## src/rtl/dram_sched_pkg.sv

```systemverilog
package dram_sched_pkg;

   // Rank flags, most significant first; the age field is appended below them.
   typedef struct packed {
      logic aged;     // pending at least AGE_LIMIT cycles
      logic forced;   // write while the write pool is at its limit
      logic is_read;  // reads before writes
      logic row_hit;  // open row before closed
   } rank_t;

   localparam int unsigned RANK_W = $bits(rank_t);

endpackage

```

## src/rtl/sched_bank_tbl.sv

```systemverilog
module sched_bank_tbl #(
   parameter int BANK_W = 2,
   parameter int ROW_W  = 8,
   parameter int NBANK  = 1 << BANK_W
) (
   input  logic                        clk,
   input  logic                        rst_n,
   input  logic                        upd,
   input  logic [BANK_W-1:0]           upd_bank,
   input  logic [ROW_W-1:0]            upd_row,
   output logic [NBANK-1:0]            open_vld,
   output logic [NBANK-1:0][ROW_W-1:0] open_row
);

   always_ff @(posedge clk) begin
      if (!rst_n) begin
         open_vld <= '0;
         open_row <= '0;
      end else if (upd) begin
         open_vld[upd_bank] <= 1'b1;
         open_row[upd_bank] <= upd_row;
      end
   end

endmodule

```

## src/rtl/sched_pick.sv

```systemverilog
module sched_pick
   import dram_sched_pkg::*;
#(
   parameter int DEPTH = 8,
   parameter int AGE_W = 6,
   parameter int IDX_W = $clog2(DEPTH)
) (
   input  logic [DEPTH-1:0]            elig,
   input  logic [DEPTH-1:0]            urg,
   input  logic [DEPTH-1:0]            is_wr,
   input  logic [DEPTH-1:0]            hit,
   input  logic [DEPTH-1:0][AGE_W-1:0] age,
   input  logic                        wr_force,
   output logic                        found,
   output logic [IDX_W-1:0]            win
);

   localparam int KW = RANK_W + AGE_W;

   logic [DEPTH-1:0][KW-1:0] key;

   for (genvar g = 0; g < DEPTH; g++) begin : g_key
      rank_t rk;
      assign rk.aged    = urg[g];
      assign rk.forced  = wr_force & is_wr[g];
      assign rk.is_read = ~is_wr[g];
      assign rk.row_hit = hit[g];
      assign key[g]     = {rk, age[g]};
   end

   // All slots compared in one pass; strict ">" leaves ties with the lower slot.
   logic [KW-1:0] best;
   always_comb begin
      found = 1'b0;
      win   = '0;
      best  = '0;
      for (int i = 0; i < DEPTH; i++) begin
         if (elig[i] && (!found || key[i] > best)) begin
            found = 1'b1;
            best  = key[i];
            win   = IDX_W'(i);
         end
      end
   end

endmodule

```

## src/rtl/dram_req_sched.sv

```systemverilog
module dram_req_sched
   import dram_sched_pkg::*;
#(
   parameter int DEPTH     = 8,
   parameter int BANK_W    = 2,
   parameter int ROW_W     = 8,
   parameter int COL_W     = 4,
   parameter int TAG_W     = 4,
   parameter int AGE_W     = 6,
   parameter int AGE_LIMIT = 16,
   parameter int WR_MAX    = 4
) (
   input  logic              clk,
   input  logic              rst_n,
   input  logic              enq_valid,
   output logic              enq_ready,
   input  logic              enq_write,
   input  logic [BANK_W-1:0] enq_bank,
   input  logic [ROW_W-1:0]  enq_row,
   input  logic [COL_W-1:0]  enq_col,
   input  logic [TAG_W-1:0]  enq_tag,
   output logic              iss_valid,
   input  logic              iss_ready,
   output logic              iss_write,
   output logic              iss_hit,
   output logic [BANK_W-1:0] iss_bank,
   output logic [ROW_W-1:0]  iss_row,
   output logic [COL_W-1:0]  iss_col,
   output logic [TAG_W-1:0]  iss_tag,
   output logic              ret_valid,
   output logic [TAG_W-1:0]  ret_tag
);

   localparam int NBANK = 1 << BANK_W;
   localparam int IDX_W = $clog2(DEPTH);
   localparam int CNT_W = $clog2(DEPTH + 1);
   localparam logic [AGE_W-1:0] AGE_MAX   = {AGE_W{1'b1}};
   localparam logic [AGE_W-1:0] AGE_LIM_V = AGE_W'(AGE_LIMIT);
   localparam logic [CNT_W-1:0] WR_MAX_V  = CNT_W'(WR_MAX);

   // Elaboration-time parameter checks
   if (DEPTH < 2) begin : g_bad_depth
      $error("DEPTH must be at least 2");
   end
   if (AGE_LIMIT < 1 || AGE_LIMIT > (1 << AGE_W) - 1) begin : g_bad_age
      $error("AGE_LIMIT must fit in AGE_W bits and be nonzero");
   end
   if (WR_MAX < 1 || WR_MAX > DEPTH) begin : g_bad_wrmax
      $error("WR_MAX must lie in 1..DEPTH");
   end

   // Slot storage
   logic [DEPTH-1:0]              slot_vld, slot_wr, slot_elig, slot_urg, slot_hit;
   logic [DEPTH-1:0][BANK_W-1:0]  slot_bank;
   logic [DEPTH-1:0][ROW_W-1:0]   slot_row;
   logic [DEPTH-1:0][COL_W-1:0]   slot_col;
   logic [DEPTH-1:0][TAG_W-1:0]   slot_tag;
   logic [DEPTH-1:0][AGE_W-1:0]   slot_age;
   logic [DEPTH-1:0][DEPTH-1:0]   slot_dep;

   logic [NBANK-1:0]              open_vld;
   logic [NBANK-1:0][ROW_W-1:0]   open_row;

   logic             pick_found;
   logic [IDX_W-1:0] win_idx;
   logic             iss_fire, enq_fire, wr_force;
   logic             free_found;
   logic [IDX_W-1:0] free_idx;
   logic [CNT_W-1:0] wr_cnt;
   logic [DEPTH-1:0] new_dep, clr_mask;

   sched_bank_tbl #(.BANK_W(BANK_W), .ROW_W(ROW_W)) u_banks (
      .clk      (clk),
      .rst_n    (rst_n),
      .upd      (iss_fire),
      .upd_bank (iss_bank),
      .upd_row  (iss_row),
      .open_vld (open_vld),
      .open_row (open_row)
   );

   for (genvar g = 0; g < DEPTH; g++) begin : g_slot
      assign slot_hit[g]  = open_vld[slot_bank[g]] && (open_row[slot_bank[g]] == slot_row[g]);
      assign slot_elig[g] = slot_vld[g] && (slot_dep[g] == '0);
      assign slot_urg[g]  = slot_age[g] >= AGE_LIM_V;
   end

   assign wr_cnt   = CNT_W'($countones(slot_vld & slot_wr));
   assign wr_force = wr_cnt >= WR_MAX_V;

   sched_pick #(.DEPTH(DEPTH), .AGE_W(AGE_W), .IDX_W(IDX_W)) u_pick (
      .elig     (slot_elig),
      .urg      (slot_urg),
      .is_wr    (slot_wr),
      .hit      (slot_hit),
      .age      (slot_age),
      .wr_force (wr_force),
      .found    (pick_found),
      .win      (win_idx)
   );

   assign iss_valid = pick_found;
   assign iss_write = slot_wr[win_idx];
   assign iss_hit   = slot_hit[win_idx];
   assign iss_bank  = slot_bank[win_idx];
   assign iss_row   = slot_row[win_idx];
   assign iss_col   = slot_col[win_idx];
   assign iss_tag   = slot_tag[win_idx];
   assign iss_fire  = pick_found && iss_ready;

   // Lowest free slot
   always_comb begin
      free_found = 1'b0;
      free_idx   = '0;
      for (int i = DEPTH - 1; i >= 0; i--) begin
         if (!slot_vld[i]) begin
            free_found = 1'b1;
            free_idx   = IDX_W'(i);
         end
      end
   end

   assign enq_ready = free_found;
   assign enq_fire  = enq_valid && free_found;

   // Ordering hazards against entries still pending after this edge
   always_comb begin
      for (int j = 0; j < DEPTH; j++) begin
         clr_mask[j] = iss_fire && (win_idx == IDX_W'(j));
         new_dep[j]  = slot_vld[j] && !clr_mask[j] &&
                       (slot_bank[j] == enq_bank) && (slot_row[j] == enq_row) &&
                       (slot_col[j] == enq_col) && (slot_wr[j] || enq_write);
      end
   end

   always_ff @(posedge clk) begin
      if (!rst_n) begin
         slot_vld  <= '0;
         slot_wr   <= '0;
         slot_bank <= '0;
         slot_row  <= '0;
         slot_col  <= '0;
         slot_tag  <= '0;
         slot_age  <= '0;
         slot_dep  <= '0;
      end else begin
         for (int i = 0; i < DEPTH; i++) begin
            if (clr_mask[i]) begin
               slot_vld[i] <= 1'b0;
            end else if (enq_fire && free_idx == IDX_W'(i)) begin
               slot_vld[i]  <= 1'b1;
               slot_wr[i]   <= enq_write;
               slot_bank[i] <= enq_bank;
               slot_row[i]  <= enq_row;
               slot_col[i]  <= enq_col;
               slot_tag[i]  <= enq_tag;
               slot_age[i]  <= '0;
               slot_dep[i]  <= new_dep;
            end else begin
               if (slot_vld[i] && slot_age[i] != AGE_MAX)
                  slot_age[i] <= slot_age[i] + 1'b1;
               slot_dep[i] <= slot_dep[i] & ~clr_mask;
            end
         end
      end
   end

   always_ff @(posedge clk) begin
      if (!rst_n) begin
         ret_valid <= 1'b0;
         ret_tag   <= '0;
      end else begin
         ret_valid <= iss_fire && !iss_write;
         ret_tag   <= iss_tag;
      end
   end

endmodule

```

## config.mk

```make
export PLATFORM = sky130hd
export DESIGN_NAME = dram_req_sched
export DESIGN_NICKNAME = d
export VERILOG_FILES = /design/src/rtl/dram_sched_pkg.sv /design/src/rtl/sched_bank_tbl.sv /design/src/rtl/sched_pick.sv /design/src/rtl/dram_req_sched.sv
export SDC_FILE = /design/constraint.sdc
export NUM_CORES = 1
export LEC_CHECK = 0
export ABC_CLOCK_PERIOD_IN_PS = 21100
export CORE_UTILIZATION = 25
export DETAILED_ROUTE_END_ITERATION = 10
export GPL_TIMING_DRIVEN = 0
export PLACE_DENSITY = 0.41
export SYNTH_ARGS = -nofsm -noshare
export SYNTH_HDL_FRONTEND = slang
export SYNTH_HIERARCHICAL = 1
export SYNTH_SLANG_ARGS = --single-unit
```

## constraint.sdc

```tcl
create_clock -name clk -period 21.1 [get_ports clk]
set_input_delay 5.275 -clock clk [delete_from_list [all_inputs] [get_ports clk]]
set_output_delay 5.275 -clock clk [all_outputs]
set_load 0.03 [all_outputs]
```

==> results of run 1 <==
-- sequential cells by signal, summed over array words and instances (netlist names) --
| signal | count |
|---|---|
| slot_age | 48 |
| ret_tag | 4 |
| slot_bank | 16 |
| u_banks/open_vld | 4 |
| slot_tag | 32 |
| slot_row | 64 |
| slot_col | 32 |
| ret_valid | 1 |
| u_banks/open_row | 32 |
| slot_dep | 64 |
| slot_vld | 8 |
| slot_wr | 8 |
-- worst max-delay path, delay by kind of cell (launching register included) --
kind | cells | cell delay [ns]
fa+ha+maj | 10 | 3.37
simple gates | 18 | 3.43
compound gates | 29 | 5.32
flops | 1 | 0.32
buf+inv | 17 | 2.43
-- cell type report --
class	instances	area, um2	area share [%]
Multi-Input combinational cell	1946	14900	56.7
Buffer	176	1050	4.01
Tap cell	1134	1420	5.40
Timing Repair Buffer	124	1090	4.15
Clock buffer	53	1120	4.25
Sequential cell	313	6290	23.9
Clock inverter	17	246	0.938
Inverter	48	180	0.685
-- where the power goes --
group	switching, uW	leakage (uW)	total (uW)	internal, uW
sequential	12.3	0.00253	609	597
combinational	142	0.00612	232	90.2
clock	297	0.000677	733	436
total	451	0.00932	1570	1120
-- timing repair --
item                       4_1_cts  5_1_grt
buffers inserted                39       41
setup endpoints to repair       20       20
pin swaps                       47       58
resized for setup              261      125
cloned                           6        2
-- stage by stage --
stage          instance area (um2)  TNS [ns]  power, uW  setup slack (ns)  hold WS [ns]
4_1_cts                      25500         0       1570            0.0269         0.457
6_report                     26300         0       1570             0.308         0.458
3_5_place_dp                 23200    -93.83        819             -5.09         0.449
2_1_floorplan                21300         0        740             0.483         0.430
5_1_grt                      26300     -2.42       1620            -0.227         0.480
3_3_place_gp                 23100    -94.10        814             -5.12         0.440
-- cell usage in the layout, fill, tap and decap left out, types with 20 or more instances in the layout --
| cell | count |
|---|---|
| buf_6 | 31 |
| nand2_1 | 457 |
| nor2_1 | 83 |
| ha_1 | 71 |
| mux4_2 | 81 |
| inv_1 | 45 |
| and2_1 | 62 |
| a21oi_1 | 55 |
| nor2b_1 | 24 |
| buf_4 | 91 |
| dfxtp_1 | 307 |
| xnor2_1 | 139 |
| nand4_1 | 39 |
| o21ai_0 | 99 |
| clkbuf_1 | 105 |
| a21boi_0 | 158 |
| and3_1 | 41 |
| clkbuf_16 | 45 |
| o21a_1 | 20 |
| mux2i_1 | 87 |
| buf_2 | 33 |
| nand3_1 | 77 |
| nor4_1 | 25 |
| xor2_1 | 59 |
-- layer usage --
| layer | wire (um) | vias up | share of wire, % |
|---|---|---|---|
| li1 | - | 9175 | - |
| met1 | 41600 | 9997 | 43 |
| met2 | 46000 | 701 | 47 |
| met3 | 6060 | 178 | 6.2 |
| met4 | 3450 | 6 | 3.5 |
| met5 | 40 | - | 0.041 |
-- path summary, 6_finish.rpt --
check	end	slack, ns	cells past startpoint
worst max register to register	slot_col[24]$_SDFFE_PN0P_	4.68	76
worst max-delay path	iss_hit	0.31	74
worst min register to register	slot_tag[19]$_SDFFE_PN0P_	0.46	2
worst min-delay path	slot_tag[19]$_SDFFE_PN0P_	0.46	2
-- synth_stat cells, drive strengths merged (6+ instances only) --
library cell  number
nand2            463
dfxtp            313
a21boi           176
xnor2            139
o21ai            113
clkbuf           112
nor2              89
mux2i             88
mux4              81
ha                80
nand3             78
a21oi             72
and2              71
buf               67
xor2              59
inv               48
and3              44
nand4             40
nor4              34
mux2              30
nor3              26
nor2b             25
a211oi            24
o21a              20
or2               20
a31oi             19
o211a             11
o22ai             11
a21o               9
o211ai             9
nand2b             8
o221ai             8
nor3b              7
o22a               7
a31o               6
and4               6
nand3b             6
nand4b             6
o32ai              6
-- kinds of logic after synthesis --
| family | count (synthesis) |
|---|---|
| AOI/OAI and AO/OA | 530 |
| xor gates and xnor gates | 198 |
| adders and majority gates | 83 |
| buffers and inverters | 227 |
| DFF | 313 |
| muxes | 199 |
| and+or+nand+nor | 936 |
==> out/results.txt, run 1 <==
layer with the highest usage - met2
# setup viols final - 0
vias in the first global route - 19,400
share of layout cells above drive strength 1 - 19.6%
Mapped Cells - 2,486
endpoint class of the critical path - primary output
Synth Area in Simple Gates - 20.8%
GRT Overall Usage - 21.9%
non-filler cells, final - 3,811
Die W - 294 um
kind of critical path - reg -> out
Cell Rows - 106
Root Driver - clkbuf_16
Synth warnings - 6
detailed-placement wirelength estimate - 72.3 mm
core area - 84,100 um2
Worst setup SP type - flop
drt pass-1 iters - 6
Clk Latency, worst-skew pair - 0.59 ns
Compound-Gate Fraction of Synth Area - 17.8%
H-tree depth - 2
Hold WC Path Type - reg -> reg
fin crit period - 20.79 ns
Unique masters post-synth - 95
top cells by area, synth - dfxtp_1 (29%), mux4_2 (8.5%), nand2_1 (8.1%)
met2 usage - 36.7%
Worst Max-Slew Pin Slew - 1.33 ns
multiplexer area fraction after synthesis - 14.3%
Power Dens Cells - 59.9 nW/um2
initial antenna violation count - 7
WP data arrival - 15.52 ns
starting density of the core - 25.4%
CTS sink count - 313
critical path startpoint - slot_vld[1]$_SDFFE_PP0P_
TritonCTS Buffers - 39
CP max stage delay - 0.52 ns
Filler cells - 8,890
Via density - 5.26
Placed Cells - 3,655
Static Leak - 0.00932 uW
DRT antenna net count - 0
Data required, critical path - 15.83 ns
global-route wire length before repair - 139 mm
final core occ - 31.3%
CTS tree - done
Global Route met3 Usage - 3.59%
FFs w/ async S/R, synth - 0%
reg2reg start - slot_vld[1]$_SDFFE_PP0P_
IO Pins - 50
CP Max Fanout - 7
status - completed
drc violations - 0
synthesized area - 21,300 um2
Syn Nets - 2,592
antenna diode count - 0
Hold-fix buffers, CTS - 0
RSZ-0062 raised after global routing - true
largest family of logic cells by synthesized area - simple AND/OR/NAND/NOR gates
post-synthesis sequential area ratio - 29.4%
number of synthesized register bits - 313
Final Wtd Congestion - 0.967
f_max - 48.1 MHz
largest net degree at the start of global routing - 13
Reg clk slew, reported paths - 0.06 ns
Post-synth EDFFs - 0
Worst slew margin - 10.5%
Hold Startpoint - slot_tag[19]$_SDFFE_PN0P_
Synth Area in Adders - 4.97%
final hold vios - 0
Slew Limit Fails - 0
die area - 86,600 um2
skew final - 0.0263 ns
drt initial violations - 1,636
Yosys top cell area share - 29.4%
final net count - 2,754
Main synth FF type - dfxtp_1
slowest CP cell - fa_1
WL final - 97.2 mm
clk buf depth - 3
Die Ht - 294 um
GRT overflow - 0
area leader, netlist - dfxtp_1
Port Buf Inserts - 30
peak supply drop - 0.0000518 V
total of max-cap violations - 0
area grow syn2layout - 23.2%
GRT met1 Usage - 28.4%
via count - 20,100
Tcrit/Tclk final - 98.5%
routed length per instance - 25.5 um
Synth Area in XOR/XNOR - 8.12%
Avg Inst Size Synth - 8.59 um2
Power figures use the tool's default switching activity.
==> inputs of run 2 (changes only) <==
--- a/config.mk
+++ b/config.mk
@@ -6,10 +6,10 @@
 export NUM_CORES = 1
 export LEC_CHECK = 0
 export ABC_CLOCK_PERIOD_IN_PS = 21100
-export CORE_UTILIZATION = 25
+export CORE_UTILIZATION = 45
 export DETAILED_ROUTE_END_ITERATION = 10
 export GPL_TIMING_DRIVEN = 0
-export PLACE_DENSITY = 0.41
+export PLACE_DENSITY = 0.64
 export SYNTH_ARGS = -nofsm -noshare
 export SYNTH_HDL_FRONTEND = slang
 export SYNTH_HIERARCHICAL = 1
==> out/results.txt, run 2 (synthesis gave the netlist of run 1 again) <==
peak supply drop - 0.0000636 V (was 0.0000518 V)
initial antenna violation count - 3 (was 7)
TritonCTS Buffers - 37 (was 39)
RR Endpoint - slot_tag[26]$_SDFFE_PN0P_ (was slot_col[24]$_SDFFE_PN0P_)
Hold WC Path Type - reg -> reg (unchanged)
# setup viols final - 20 (was 0)
drc violations - 0 (unchanged)
Cell Rows - 79 (was 106)
fin crit period - 21.34 ns (was 20.79 ns)
Min Hold Slack - 0.458 ns (about the same)
global-route wire length before repair - 124 mm (was 139 mm)
Tcrit/Tclk final - 101% (was 98.5%)
GRT overflow - 0 (unchanged)
Reg clk slew, reported paths - 0.06 ns (about the same)
skew final - 0.0246 ns (was 0.0263 ns)
dpl cell area - 22,500 um2 (was 23,200 um2)
most common cell after layout, fill and taps aside - nand2_1 (unchanged)
total of max-cap violations - 1 (was 0)
final hold vios - 0 (unchanged)
Setup WS post-layout - -0.240 ns (was 0.308 ns)
vias in the first global route - 19,800 (was 19,400)
setup_tns - -2.75 ns (was 0 ns)
area grow syn2layout - 19.6% (was 23.2%)
CTS tree - done (unchanged)
kind of critical path - reg -> out (unchanged)
drt pass-1 iters - 7 (was 6)
clk buf depth - 3 (unchanged)
status - complete, but fails checks (was completed)
die area - 48,300 um2 (was 86,600 um2)
Root Driver - clkbuf_16 (unchanged)
Power Dens Cells - 57.5 nW/um2 (was 59.9 nW/um2)
WP data arrival - 16.06 ns (was 15.52 ns)
Die Ht - 220 um (was 294 um)
share of layout cells above drive strength 1 - 20.1% (was 19.6%)
DRT antenna net count - 0 (unchanged)
CP max stage delay - 0.67 ns (was 0.52 ns)
via count - 20,900 (was 20,100)
CTS sink count - 313 (unchanged)
final net count - 2,761 (was 2,754)
endpoint class of the critical path - primary output (unchanged)
Port Buf Inserts - 30 (unchanged)
starting density of the core - 45.8% (was 25.4%)
drt initial violations - 2,280 (was 1,636)
slowest CP cell - buf_1 (was fa_1)
f_max - 46.9 MHz (was 48.1 MHz)
Die W - 220 um (was 294 um)
CP Max Fanout - 10 (was 7)
largest net degree at the start of global routing - 13 (unchanged)
IO Pins - 50 (unchanged)
Worst Max-Slew Pin Slew - 1.47 ns (was 1.33 ns)
Final Wtd Congestion - 1.02 (was 0.967)
worst slack, placed - -3.91 ns (was -5.09 ns)
worst r2r path cells - 70 (was 76)
register-to-register setup slack - 4.16 ns (was 4.68 ns)
commonest non-fill, non-tap cells in the layout - nand2_1 (456), dfxtp_1 (307), a21boi_0 (158) (was nand2_1 (457), dfxtp_1 (307), a21boi_0 (158))
Worst slew margin - 1.09% (was 10.5%)
failing checks - max-capacitance violations, negative setup slack
WL final - 86.2 mm (was 97.2 mm)
GRT Overall Usage - 34.5% (was 21.9%)
critical path startpoint - slot_bank[1]$_SDFFE_PN0P_ (was slot_vld[1]$_SDFFE_PP0P_)
core area - 46,700 um2 (was 84,100 um2)
final core occ - 54.7% (was 31.3%)
Hold-fix buffers, CTS - 0 (unchanged)
H-tree depth - 2 (unchanged)
post-route cell area - 25,500 um2 (was 26,300 um2)
Via density - 6.34 (was 5.26)
Slew Limit Fails - 0 (unchanged)
Critical Path Sink - iss_hit (unchanged)
routed length per instance - 26.2 um (was 25.5 um)
detailed-placement wirelength estimate - 62.7 mm (was 72.3 mm)
Data required, critical path - 15.83 ns (about the same)
Static Leak - 0.00923 uW (was 0.00932 uW)
Worst setup SP type - flop (unchanged)
Hold Startpoint - slot_dep[38]$_SDFFE_PN0N_ (was slot_tag[19]$_SDFFE_PN0P_)
Clk Latency, worst-skew pair - 0.55 ns (was 0.59 ns)
reg2reg start - slot_bank[1]$_SDFFE_PN0P_ (was slot_vld[1]$_SDFFE_PP0P_)
Largest regs - slot_dep x64, slot_row x64, slot_age x48 (unchanged)
run 2: cell count changes in the layout (fill, tap and decap cells not counted), moves of 7 or more:
cell	previous run	this run
mux2_4	14	0
buf_6	31	21
clkdlybuf4s15_2	0	7
buf_4	91	99
mux2_2	16	30
run 2: critical path, delay by kind of cell (launching register included):
kind                     cells  cell delay (ns)
AO/OA/AOI/OAI               30             6.01
buffers and inverters       16             3.37
AND/OR/NAND/NOR             14             2.92
adder cells (fa/ha/maj)      7             1.84
multiplexers                 2             0.55
flip-flops                   1             0.52
XOR/XNOR                     1             0.28
run 2: worst min path at each step:
stage / to / slack [ns] / cells past startpoint
after global placement: slot_tag[16]$_SDFFE_PN0P_ / 0.44 / 2
final: slot_dep[38]$_SDFFE_PN0N_ / 0.46 / 2
after detailed placement: slot_dep[35]$_SDFFE_PN0N_ / 0.44 / 2
after CTS: slot_dep[35]$_SDFFE_PN0N_ / 0.45 / 2
after floorplan: slot_dep[38]$_SDFFE_PN0N_ / 0.43 / 2
after global routing: slot_dep[35]$_SDFFE_PN0N_ / 0.47 / 2
run 2: metal layers:
layer	part of all wire (%)	global-route usage (%)	up-vias
met5	0.012	0	-
met4	7.7	23.9	2
met3	10	6.85	372
met2	45	55.4	1241
met1	37	41.6	10000
li1	-	-	9203
run 2: layout make-up:
class	count	area, um2
inverters	48	180
clock buffers	50	1030
repair buffers	132	1130
multi-input cells	1947	15000
fillers	4188	21100
well taps	607	759
clock inverters	16	138
diodes	2	5.00
plain buffers	176	1030
flip-flops and latches	313	6290
run 2: per-stage QoR:
step | instances | total power, uW
after global routing | 3289 | 1510
after detailed placement | 3127 | 808
final | 3291 | 1470
after global placement | 3123 | 803
after floorplan | 2486 | 740
after CTS | 3231 | 1450
run 2: timing repair:
item                       CTS  global route
cloned                       3             3
pin swaps                   39            84
buffers inserted            36            58
resized for setup          193           129
setup endpoints to repair   20            20
run 2: where the power goes:
| group | internal, uW | switching, uW | total [uW] |
|---|---|---|---|
| Sequential | 597 | 11.0 | 608 |
| Clock | 359 | 271 | 630 |
| Combinational | 90.0 | 140 | 230 |
==> inputs of run 3 (changes only) <==
--- a/config.mk
+++ b/config.mk
@@ -6,6 +6,7 @@
 export NUM_CORES = 1
 export LEC_CHECK = 0
 export ABC_CLOCK_PERIOD_IN_PS = 21100
+export CORE_ASPECT_RATIO = 0.8
 export CORE_UTILIZATION = 45
 export DETAILED_ROUTE_END_ITERATION = 10
 export GPL_TIMING_DRIVEN = 0
==> out/results.txt, run 3 (synthesis gave the netlist of run 1 again) <==
skew final - 0.0334 ns (was 0.0246 ns)
GRT overflow - 0 (unchanged)
Reg clk slew, reported paths - 0.06 ns (about the same)
Hold WC Path Type - reg -> reg (unchanged)
Data required, critical path - 15.83 ns (about the same)
Clk Latency, worst-skew pair - 0.55 ns (about the same)
CTS tree - done (unchanged)
status - complete, but fails checks (unchanged)
Port Buf Inserts - 30 (unchanged)
Cell Rows - 70 (was 79)
drc violations - 0 (unchanged)
core area - 46,200 um2 (was 46,700 um2)
commonest non-fill, non-tap cells in the layout - nand2_1 (456), dfxtp_1 (307), a21boi_0 (158) (unchanged)
drt pass-1 iters - 6 (was 7)
Die W - 246 um (was 220 um)
TritonCTS Buffers - 35 (was 37)
Worst Max-Slew Pin Slew - 1.54 ns (was 1.47 ns)
WP data arrival - 15.71 ns (was 16.06 ns)
critical path startpoint - slot_vld[0]$_SDFFE_PP0P_ (was slot_bank[1]$_SDFFE_PN0P_)
Static Leak - 0.00918 uW (was 0.00923 uW)
Hold-fix buffers, CTS - 0 (unchanged)
total of max-cap violations - 1 (unchanged)
post-route cell area - 25,400 um2 (was 25,500 um2)
vias in the first global route - 19,500 (was 19,800)
detailed-placement wirelength estimate - 61.8 mm (was 62.7 mm)
reg2reg start - slot_vld[0]$_SDFFE_PP0P_ (was slot_bank[1]$_SDFFE_PN0P_)
worst r2r path cells - 75 (was 70)
CTS sink count - 313 (unchanged)
f_max - 47.7 MHz (was 46.9 MHz)
Root Driver - clkbuf_16 (unchanged)
WL final - 84.9 mm (was 86.2 mm)
drt initial violations - 2,945 (was 2,280)
RR Endpoint - slot_bank[2]$_SDFFE_PN0P_ (was slot_tag[26]$_SDFFE_PN0P_)
share of layout cells above drive strength 1 - 19.7% (was 20.1%)
register-to-register setup slack - 4.34 ns (was 4.16 ns)
setup_tns - 0 ns (was -2.75 ns)
Via density - 6.39 (was 6.34)
most common cell after layout, fill and taps aside - nand2_1 (unchanged)
Placed Cells - 3,130 (was 3,127)
Worst setup SP type - flop (unchanged)
via count - 21,000 (was 20,900)
Slew Limit Fails - 3 (was 0)
starting density of the core - 46.2% (was 45.8%)
Critical Path Sink - iss_hit (unchanged)
H-tree depth - 2 (unchanged)
Worst slew margin - -3.71% (was 1.09%)
die area - 48,300 um2 (about the same)
CP Max Fanout - 9 (was 10)
final net count - 2,756 (was 2,761)
kind of critical path - reg -> out (unchanged)
CP max stage delay - 0.56 ns (was 0.67 ns)
Tcrit/Tclk final - 99.4% (was 101%)
DRT antenna net count - 0 (unchanged)
non-filler cells, final - 3,284 (was 3,291)
slowest CP cell - fa_1 (was buf_1)
endpoint class of the critical path - primary output (unchanged)
Die Ht - 197 um (was 220 um)
RSZ-0062 raised after global routing - true
Power Dens Cells - 57.4 nW/um2 (was 57.5 nW/um2)
IO Pins - 50 (unchanged)
final hold vios - 0 (unchanged)
Min Hold Slack - 0.454 ns (was 0.458 ns)
clk buf depth - 3 (unchanged)
failing checks - max-capacitance violations, max-slew violations (was max-capacitance violations, negative setup slack)
initial antenna violation count - 4 (was 3)
dpl cell area - 22,400 um2 (was 22,500 um2)
fin crit period - 20.98 ns (was 21.34 ns)
routed length per instance - 25.8 um (was 26.2 um)
Final Wtd Congestion - 1.06 (was 1.02)
Largest regs - slot_dep x64, slot_row x64, slot_age x48 (unchanged)
largest net degree at the start of global routing - 14 (was 13)
GRT Overall Usage - 33.8% (was 34.5%)
Filler cells - 4,166 (was 4,188)
global-route wire length before repair - 122 mm (was 124 mm)
# setup viols final - 0 (was 20)
area grow syn2layout - 19.0% (was 19.6%)
peak supply drop - 0.0000523 V (was 0.0000636 V)
Overall Power - 1460 uW (was 1470 uW)
## run 3: critical path: cells and delay by family (launching register included)
family | cells | cell delay (ns)
AO/OA/AOI/OAI | 25 | 4.38
adder cells (fa/ha/maj) | 10 | 3.51
buffers and inverters | 18 | 2.48
flip-flops | 1 | 0.38
multiplexers | 1 | 0.35
AND/OR/NAND/NOR | 21 | 4.03
## run 3: what timing repair did
item,CTS,global route
pin swaps,40,93
resized for setup,181,167
setup endpoints to repair,20,20
gates cloned,3,3
setup buffers,35,58
## run 3: through the flow
step                util, %  worst slack (ns)
floorplan                 -             0.483
global route           54.9            -0.291
detailed placement     48.5             -4.01
finish                 54.9             0.118
global placement       48.5             -3.82
CTS                    52.7            0.0139
## run 3: cell type report
cell class	count	area [um2]	area share, %
diodes	2	5.00	0.0197
plain buffers	174	1000	3.93
clock buffers	46	970	3.82
clock inverters	11	164	0.645
inverters	48	183	0.719
multi-input cells	1947	15000	59.0
flip-flops and latches	313	6280	24.7
well taps	612	766	3.01
repair buffers	131	1060	4.18
## run 3: worst min-delay path by stage
stage / from / depth (start not counted) / end
2_1_floorplan: slot_dep[38]$_SDFFE_PN0N_ / 2 / slot_dep[38]$_SDFFE_PN0N_
3_3_place_gp: slot_tag[18]$_SDFFE_PN0P_ / 2 / slot_tag[18]$_SDFFE_PN0P_
3_5_place_dp: slot_tag[16]$_SDFFE_PN0P_ / 2 / slot_tag[16]$_SDFFE_PN0P_
4_1_cts: slot_tag[16]$_SDFFE_PN0P_ / 2 / slot_tag[16]$_SDFFE_PN0P_
5_1_grt: slot_tag[17]$_SDFFE_PN0P_ / 2 / slot_tag[17]$_SDFFE_PN0P_
6_report: slot_tag[16]$_SDFFE_PN0P_ / 2 / slot_tag[16]$_SDFFE_PN0P_
## run 3: power by group
part           switching, uW  internal [uW]  leakage, uW  total (uW)
clock network            258            372     0.000549         630
logic                    136           84.1      0.00610         220
registers               11.6            597      0.00253         609
## run 3: layer usage
layer  share of wire [%]  track usage (%)  vias to the layer above
met5               0.014                0                        -
li1                    -                -                     9177
met2                  42             48.7                     1417
met3                  14             9.91                      201
met4                 3.2             10.4                        2
met1                  41             48.1                    10200
